`config.mk`:
```
export PLATFORM = sky130hd
export DESIGN_NAME = hdlc_tdm_rx
export DESIGN_NICKNAME = d
export VERILOG_FILES = /design/src/rtl/hdlc_rx_pkg.sv /design/src/rtl/tdm_slot_gate.sv /design/src/rtl/hdlc_deframer.sv /design/src/rtl/rx_fifo.sv /design/src/rtl/hdlc_tdm_rx.sv
export SDC_FILE = /design/constraint.sdc
export NUM_CORES = 2
export LEC_CHECK = 0
export BUFFER_PORTS_ARGS = -buffer_cell sky130_fd_sc_hd__clkbuf_2
export CAP_MARGIN = 10
export CORE_UTILIZATION = 50
export CTS_BUF_LIST = sky130_fd_sc_hd__clkbuf_8 sky130_fd_sc_hd__clkbuf_16
export CTS_CLUSTER_SIZE = 30
export DETAILED_ROUTE_END_ITERATION = 10
export PLACE_DENSITY = 0.76
export SLEW_MARGIN = 20
export SYNTH_ARGS = -nofsm -noshare
export SYNTH_HDL_FRONTEND = slang
export SYNTH_SLANG_ARGS = --single-unit
```
`constraint.sdc`:
```
create_clock -name clk -period 15.5 [get_ports clk]
set_input_delay 1.55 -clock clk [delete_from_list [all_inputs] [get_ports clk]]
set_output_delay 1.55 -clock clk [all_outputs]
set_load 0.02 [all_outputs]
```
`src/rtl/hdlc_rx_pkg.sv`:
```
package hdlc_rx_pkg;
  typedef enum logic [1:0] {
    ST_GOOD  = 2'd0,
    ST_BAD   = 2'd1,
    ST_ABORT = 2'd2,
    ST_OVR   = 2'd3
  } rx_stat_e;

  typedef struct packed {
    logic [7:0] data;
    logic       eop;
    rx_stat_e   stat;
  } rx_word_t;

  localparam logic [15:0] FCS_INIT = 16'hFFFF;
  localparam logic [15:0] FCS_POLY = 16'h8408;
  localparam logic [15:0] FCS_GOOD = 16'hF0B8;

  // Bitwise reflected CRC-16 update over one byte, LSB first.
  function automatic logic [15:0] fcs_step(input logic [15:0] c, input logic [7:0] b);
    logic [15:0] r;
    r = c;
    for (int i = 0; i < 8; i++) begin
      if (r[0] ^ b[i]) r = (r >> 1) ^ FCS_POLY;
      else             r = r >> 1;
    end
    return r;
  endfunction

  // Length of the current run of ones, saturating at 7.
  function automatic logic [2:0] run_next(input logic [2:0] run, input logic b);
    if (!b) return 3'd0;
    return (run == 3'd7) ? 3'd7 : run + 3'd1;
  endfunction
endpackage

```
`src/rtl/tdm_slot_gate.sv`:
```
module tdm_slot_gate #(
  parameter int SLOTS         = 32,
  parameter int BITS_PER_SLOT = 8
) (
  input  logic                     clk,
  input  logic                     rst_n,
  input  logic                     bit_en,
  input  logic                     fsync,
  input  logic                     din,
  input  logic [SLOTS-1:0]         slot_mask,
  input  logic [BITS_PER_SLOT-1:0] bit_sup,
  output logic                     hbit_vld,
  output logic                     hbit
);
  localparam int BW = $clog2(BITS_PER_SLOT);
  localparam int IW = $clog2(SLOTS * BITS_PER_SLOT);

  logic [IW-1:0] pos_q, pos_now;
  logic [IW-BW-1:0] slot_idx;
  logic [BW-1:0] bit_idx;

  function automatic logic picked(input logic [SLOTS-1:0] sm, input logic [BITS_PER_SLOT-1:0] bs,
                                  input logic [IW-BW-1:0] s, input logic [BW-1:0] b);
    return sm[s] && !bs[b];
  endfunction

  assign pos_now  = fsync ? '0 : pos_q;
  assign slot_idx = pos_now[IW-1:BW];
  assign bit_idx  = pos_now[BW-1:0];
  assign hbit_vld = bit_en && picked(slot_mask, bit_sup, slot_idx, bit_idx);
  assign hbit     = din;

  always_ff @(posedge clk) begin
    if (!rst_n)      pos_q <= '0;
    else if (bit_en) pos_q <= pos_now + IW'(1);
  end

  // a frame-sync bit restarts the index so the next bit is index 1
  p_fsync_restart_r1: assert property (@(posedge clk) disable iff (!rst_n)
    bit_en && fsync |=> pos_q == IW'(1));
endmodule

```
`src/rtl/hdlc_deframer.sv`:
```
module hdlc_deframer
  import hdlc_rx_pkg::*;
(
  input  logic     clk,
  input  logic     rst_n,
  input  logic     bit_vld,
  input  logic     bit_in,
  input  logic     fifo_full,
  output logic     wr_en,
  output rx_word_t wr_word,
  output logic     ovr_ev
);
  logic [2:0]  ones_q;
  logic        open_q;
  logic [7:0]  sh_q, h0_q, h1_q, h2_q;
  logic [2:0]  bcnt_q;
  logic [3:0]  nbytes_q;
  logic [15:0] crc_q;
  logic        fovr_q;

  // Named events on the HDLC stream.
  logic ev_stuff, ev_flag, ev_abort, ev_data, byte_done;
  logic push_data, close_ok, close_abort, wr_req;
  logic [7:0] new_byte;
  rx_stat_e   close_stat;

  assign ev_stuff  = bit_vld && !bit_in && ones_q == 3'd5;
  assign ev_flag   = bit_vld && !bit_in && ones_q == 3'd6;
  assign ev_abort  = bit_vld &&  bit_in && ones_q == 3'd6;
  assign ev_data   = bit_vld && open_q && ones_q < 3'd5;
  assign new_byte  = {bit_in, sh_q[7:1]};
  assign byte_done = ev_data && bcnt_q == 3'd7;

  assign push_data   = byte_done && nbytes_q >= 4'd3;
  assign close_ok    = ev_flag  && open_q && nbytes_q >= 4'd4;
  assign close_abort = ev_abort && open_q && nbytes_q >= 4'd4;
  assign wr_req      = push_data || close_ok || close_abort;
  assign wr_en       = wr_req && !fifo_full;
  assign ovr_ev      = wr_req && fifo_full;

  always_comb begin
    if (fovr_q)                                   close_stat = ST_OVR;
    else if (close_abort)                         close_stat = ST_ABORT;
    else if (bcnt_q != 3'd6 || crc_q != FCS_GOOD) close_stat = ST_BAD;
    else                                          close_stat = ST_GOOD;
    wr_word.data = h2_q;
    wr_word.eop  = close_ok || close_abort;
    wr_word.stat = (close_ok || close_abort) ? close_stat : ST_GOOD;
  end

  always_ff @(posedge clk) begin
    if (!rst_n) begin
      ones_q <= '0; open_q <= 1'b0; sh_q <= '0; bcnt_q <= '0; nbytes_q <= '0;
      h0_q <= '0; h1_q <= '0; h2_q <= '0; crc_q <= FCS_INIT; fovr_q <= 1'b0;
    end else begin
      if (bit_vld) ones_q <= run_next(ones_q, bit_in);
      if (ev_flag) begin
        open_q <= 1'b1; bcnt_q <= '0; nbytes_q <= '0; crc_q <= FCS_INIT; fovr_q <= 1'b0;
      end else begin
        if (ev_abort) open_q <= 1'b0;
        if (ovr_ev)   fovr_q <= 1'b1;
        if (ev_data) begin
          sh_q   <= new_byte;
          bcnt_q <= bcnt_q + 3'd1;
          if (byte_done) begin
            crc_q <= fcs_step(crc_q, new_byte);
            h0_q <= new_byte; h1_q <= h0_q; h2_q <= h1_q;
            if (nbytes_q != 4'hF) nbytes_q <= nbytes_q + 4'd1;
          end
        end
      end
    end
  end

  // a stuffed zero leaves byte assembly where it was
  p_stuff_keeps_byte_r3: assert property (@(posedge clk) disable iff (!rst_n)
    ev_stuff |=> bcnt_q == $past(bcnt_q));
  // an abort leaves the receiver out of frame
  p_abort_hunt_r6: assert property (@(posedge clk) disable iff (!rst_n)
    ev_abort |=> !open_q);
  // end-of-packet words only come from a closing flag or an abort
  p_eop_on_close_r4: assert property (@(posedge clk) disable iff (!rst_n)
    wr_en && wr_word.eop |-> ev_flag || ev_abort);
  // no word is stored before three bytes are held back
  p_no_short_write_r7: assert property (@(posedge clk) disable iff (!rst_n)
    wr_en |-> nbytes_q >= 4'd3);
endmodule

```
`src/rtl/rx_fifo.sv`:
```
module rx_fifo #(
  parameter int DEPTH = 256,
  parameter int W     = 11
) (
  input  logic             clk,
  input  logic             rst_n,
  input  logic             wr_en,
  input  logic [W-1:0]     wr_data,
  input  logic             rd_en,
  output logic [W-1:0]     rd_data,
  output logic [$clog2(DEPTH):0] level,
  output logic             empty,
  output logic             full
);
  localparam int AW = $clog2(DEPTH);
  localparam logic [AW:0] FULL_LVL = (AW+1)'(DEPTH);

  logic [W-1:0]  mem [DEPTH];
  logic [AW-1:0] wp_q, rp_q;
  logic [AW:0]   cnt_q;
  logic          pop;

  assign empty   = cnt_q == '0;
  assign full    = cnt_q == FULL_LVL;
  assign level   = cnt_q;
  assign pop     = rd_en && !empty;
  assign rd_data = mem[rp_q];

  always_ff @(posedge clk) begin
    if (wr_en) mem[wp_q] <= wr_data;
  end

  always_ff @(posedge clk) begin
    if (!rst_n) begin
      wp_q <= '0; rp_q <= '0; cnt_q <= '0;
    end else begin
      if (wr_en) wp_q <= wp_q + AW'(1);
      if (pop)   rp_q <= rp_q + AW'(1);
      if (wr_en && !pop)      cnt_q <= cnt_q + (AW+1)'(1);
      else if (pop && !wr_en) cnt_q <= cnt_q - (AW+1)'(1);
    end
  end

  // the writer never pushes into a full FIFO
  p_no_overflow_r9: assert property (@(posedge clk) disable iff (!rst_n)
    full |-> !wr_en);
  // a lone push raises the level by exactly one
  p_level_up_r8: assert property (@(posedge clk) disable iff (!rst_n)
    wr_en && !rd_en |=> level == $past(level) + (AW+1)'(1));
  // a lone pop of a non-empty FIFO lowers the level by one
  p_level_down_r8: assert property (@(posedge clk) disable iff (!rst_n)
    rd_en && !empty && !wr_en |=> level == $past(level) - (AW+1)'(1));
endmodule

```
`src/rtl/hdlc_tdm_rx.sv`:
```
module hdlc_tdm_rx
  import hdlc_rx_pkg::*;
#(
  parameter int SLOTS         = 32,
  parameter int BITS_PER_SLOT = 8,
  parameter int FIFO_DEPTH    = 256
) (
  input  logic                          clk,
  input  logic                          rst_n,
  input  logic                          tdm_bit_en,
  input  logic                          tdm_fsync,
  input  logic                          tdm_data,
  input  logic [SLOTS-1:0]              slot_mask,
  input  logic [BITS_PER_SLOT-1:0]      bit_sup,
  input  logic                          rd_en,
  output logic [7:0]                    rd_data,
  output logic                          rd_eop,
  output logic [1:0]                    rd_stat,
  output logic [$clog2(FIFO_DEPTH):0]   rd_level,
  output logic                          rd_empty,
  output logic                          rd_full,
  output logic                          ovr_flag,
  input  logic                          ovr_clr
);
  localparam int WW = $bits(rx_word_t);

  logic     hbit_vld, hbit, wr_en, ovr_ev, ovr_q;
  rx_word_t wr_word, head;
  logic [WW-1:0] head_raw;

  tdm_slot_gate #(.SLOTS(SLOTS), .BITS_PER_SLOT(BITS_PER_SLOT)) u_gate (
    .clk(clk), .rst_n(rst_n), .bit_en(tdm_bit_en), .fsync(tdm_fsync), .din(tdm_data),
    .slot_mask(slot_mask), .bit_sup(bit_sup), .hbit_vld(hbit_vld), .hbit(hbit));

  hdlc_deframer u_deframer (
    .clk(clk), .rst_n(rst_n), .bit_vld(hbit_vld), .bit_in(hbit), .fifo_full(rd_full),
    .wr_en(wr_en), .wr_word(wr_word), .ovr_ev(ovr_ev));

  rx_fifo #(.DEPTH(FIFO_DEPTH), .W(WW)) u_fifo (
    .clk(clk), .rst_n(rst_n), .wr_en(wr_en), .wr_data(wr_word), .rd_en(rd_en),
    .rd_data(head_raw), .level(rd_level), .empty(rd_empty), .full(rd_full));

  assign head     = rx_word_t'(head_raw);
  assign rd_data  = head.data;
  assign rd_eop   = head.eop;
  assign rd_stat  = head.stat;
  assign ovr_flag = ovr_q;

  always_ff @(posedge clk) begin
    if (!rst_n)       ovr_q <= 1'b0;
    else if (ovr_ev)  ovr_q <= 1'b1;
    else if (ovr_clr) ovr_q <= 1'b0;
  end

  // the overrun flag holds until cleared
  p_ovr_sticky_r9: assert property (@(posedge clk) disable iff (!rst_n)
    ovr_q && !ovr_clr |=> ovr_q);
endmodule

```
==> impl.org <==
** Status
- The run finished with clean final reports.

** Clock network
- Clock-pin slew was measured on the worst setup and hold paths at 0.06 ns.
- The number of gates resized after CTS was 0.
- Hold buffer count at CTS :: 0
- Buffers inserted during post-CTS setup optimization :: 0
- The clock tree synthesis step divided the H-tree into 5 levels.
- Clock tree synthesis inserted a total of 297 buffers.
- TritonCTS built the clock tree.
- In this run the clock root is driven by a clkbuf_16.
- In this run the deepest clock path goes through 4 buffers.
- For this design, the sink count on the clock tree is ~2,900.
- The clock reaches the later pin of the worst-skew pair after 0.94 ns.

** Worst setup path
- Worst EP arrival :: about 6.7 ns
- In this design, the critical path's most frequently occurring cell is buf_4.
- At the worst endpoint, the required time is 13.95 ns.
- Endpoint class of the critical path :: output port
- CP Cell Sequence :: buf_4 -> buf_4 -> buf_4 -> mux4_2 -> mux2i_1 -> a22oi_1 -> nand4_1 -> nor4_2 -> clkbuf_2
- Delay of the slowest cell on the worst path :: approximately 0.95 ns
- In this run the worst path has a maximum fanout of between 60 and 70.
- CP top delay family :: buffers and inverters
- Cell with the largest stage delay on the worst path :: nor4_2
- Worst path buffer plus inverter count :: 4
- CP startpoint kind :: register
- Crit Path Class :: register to output port

** GRT
- The number of global-route vias before repair is about 60,000.
- The number of antenna violations at the first check in global routing was 10.
- The first global-routing pass estimated around 400 mm of wire.
- Largest net degree at the start of global routing :: 205
- Total routing usage reported by global routing :: 23.9%
- Global-route congestion overflow total :: 0

** Synth
- Synth Net Count :: 5,624
- After synthesis the netlist holds a flip-flop and latch count of 2,917.
- Mapped Avg Cell Area :: 20.5 µm²
- Cell type contributing the most total cell area after synthesis :: edfxtp_1
- Summing every instance area after synthesis gives 114,000 µm².
- Predominant post-synthesis flop cell :: edfxtp_1
- In this run, distinct cell masters in the synthesized netlist total 82.
- In the post-synthesis netlist, the biggest area contributors are edfxtp_1 (74%), mux4_2 (13%), mux2i_1 (3.2%).
- Sequential-to-total area share from yosys stat :: 75.9%
- After synthesis, the share of flip-flops with an asynchronous set or reset is 0%.
- During synthesis, Yosys emitted a total of 0 warnings.
- Syn Inst Count :: 5,555
- Area share of the largest cell type after synthesis :: 74.1%
- Counting flops with a built-in enable in the synthesized netlist gives 2,816.

** Placed design
- Placer's final routability congestion estimate :: 0.879
- Buffers placed on the I/O ports in this run total 69.
- Placement Setup Slack :: 8.27 ns
- Post-DP HPWL :: 158 mm

** Timing
- Fin Setup TNS :: 0 ns
- At the pin with the least slew margin, the transition time is 1.17 ns.
- Peak Freq :: 121 MHz
- On the final layout, the worst clock skew is 0.0737 ns.
- The worst pin sits at a relative slew slack of 21.9%.
- Once routing completed, OpenROAD measured the worst setup slack at 7.26 ns.
- In the finished design, the share of the clock period the worst path needs comes to 53.2%.
- Clock period minus worst slack :: 8.24 ns
- Final setup fails :: 0
- The final-report max-slew violation count was 0.
- The number of endpoints with negative hold slack in the final report is 0.
- RSZ-0062 raised after global routing :: no

** Route
- Detailed-router iteration count before antenna repair :: 6
- Routed len/inst :: 30.6 µm
- After detailed routing, the number of remaining DRC violations is 0.
- Violation count after the first detailed-route iteration :: 8,003
- Final wirelength :: 278 mm
- The count of nets left with antenna violations once routing finished came out at 0.
- Summing over every cut layer, the via total after detailed routing is about 59,000.
- Dividing the detail-routed via count by the number of cells gives 6.49.

** Floorplanning
- In this run the horizontal extent of the chip is approximately 480 µm.
- The floorplan step defined a core boundary enclosing 226,000 µm².
- I/O pins :: 70
- Total die area :: about 230,000 µm²
- The initial utilization of the core area, before any placement, comes to between 50% and 60%.
- Die height :: 480 µm
- Placement row count :: around 170

** Cells and area
- Number of nets in the layout :: 5,941
- Most frequent standard cell in the layout excluding fill and tap cells :: edfxtp_1
- In the layout the commonest cells are edfxtp_1 (2,816), mux4_2 (643), mux2i_1 (369).
- Syn-to-layout area delta :: 12.8%
- In the final layout, the share of cells above drive strength 1 is 24.9%.

** Pwr
- Pleak :: between 40 and 50 nW
- VDD sags by at most 145 µV.
- For this design the ratio of total power to cell area is 135 nW/µm².
- Post-route total power :: 17.3 mW

** Flow run
- Total of max-cap violations :: 0

** Worst hold path
- Class of the tightest hold or removal check :: register to register
-- cell type report --
cell class                 instances  area [µm²]
sequential                      2917       86600
inverter                          17        63.8
tap                             2992        3740
fill                           15600       97100
timing repair buffer             386        2910
clock inverter                   202        1510
antenna                            1        2.50
clock buffer                     306        7630
multi-input combinational       2253       26200
-- state kept, by name, indices dropped and copies added (netlist names), named ones only --
register             flops
u_deframer.crc_q        16
u_deframer.h0_q          8
u_fifo.level             9
u_fifo.rp_q              8
u_deframer.open_q        1
u_fifo.wp_q              8
u_deframer.h1_q          8
ovr_flag                 1
u_deframer.bcnt_q        3
u_fifo.mem            2816
u_gate.pos_q             8
u_deframer.ones_q        3
u_deframer.nbytes_q      4
u_deframer.h2_q          8
u_deframer.fovr_q        1
u_deframer.sh_q          7
-- routing by layer --
metal,share of wire (%),GRT usage (%),wire length [µm],vias to the layer above
met5,0.022,0,61,-
met4,3.9,9.20,10700,8
met3,11,4.94,29800,557
met2,48,37.3,133000,3707
met1,37,33.3,104000,30700
li1,-,-,-,23900
-- where the power goes --
group	internal [mW]	switching (mW)	leakage, nW	total [mW]
Sequential	8.52	0.0583	31.0	8.58
Combinational	0.792	1.09	7.80	1.88
Clock	3.95	2.90	4.70	6.85
-- tightest hold or removal path, stage by stage (launching register included) --
cell	delay, ns
dfxtp_1	0.29
nand2_1	0.07
mux2i_1	0.06
-- cell usage after synthesis, types with 16 or more instances --
library cell  count
a21oi_1         110
a221oi_1         24
a22oi_1         168
a31oi_1          20
buf_1            46
buf_2           127
clkbuf_1        181
dfxtp_1         101
edfxtp_1       2816
ha_1             21
inv_1            16
mux2i_1         369
mux4_2          643
nand2_1         115
nand2b_1         38
nand3_1          53
nand4_1          34
nor2_1           64
nor2b_1          18
nor3_1          253
nor4_1           35
o211ai_1         45
o21ai_0          56
xnor2_1          20
-- worst paths after layout --
path	start	cells after the start	slack, ns	endpoint
min reg2reg	u_deframer.h0_q[0]	2	0.47	u_deframer.h0_q[0]
min	u_deframer.h0_q[0]	2	0.47	u_deframer.h0_q[0]
max reg2reg	u_deframer.ones_q[0]	7	10.10	u_fifo.mem[87][5]
max	register	9	7.26	rd_data[5]
-- through the flow --
step / cell area [µm²] / std cells / hold WS [ns] / utilization, %
global placement: 119000 / 8563 / 0.443 / 52.9
global route: 129000 / 9074 / 0.493 / 57.0
finish: 129000 / 9074 / 0.467 / 57.0
CTS: 129000 / 9072 / 0.471 / 57.0
floorplan: 114000 / 5555 / 0.443 / -
detailed placement: 119000 / 8564 / 0.462 / 52.9
-- kinds of logic after synthesis --
logic type      synth area share (%)
xor+xnor                       0.269
fa+ha+maj                      0.248
buf+inv                         1.48
mux                             16.0
flops                           75.9
simple gates                    3.11
compound gates                  3.05
No activity file was read; power rests on OpenSTA's default activity.
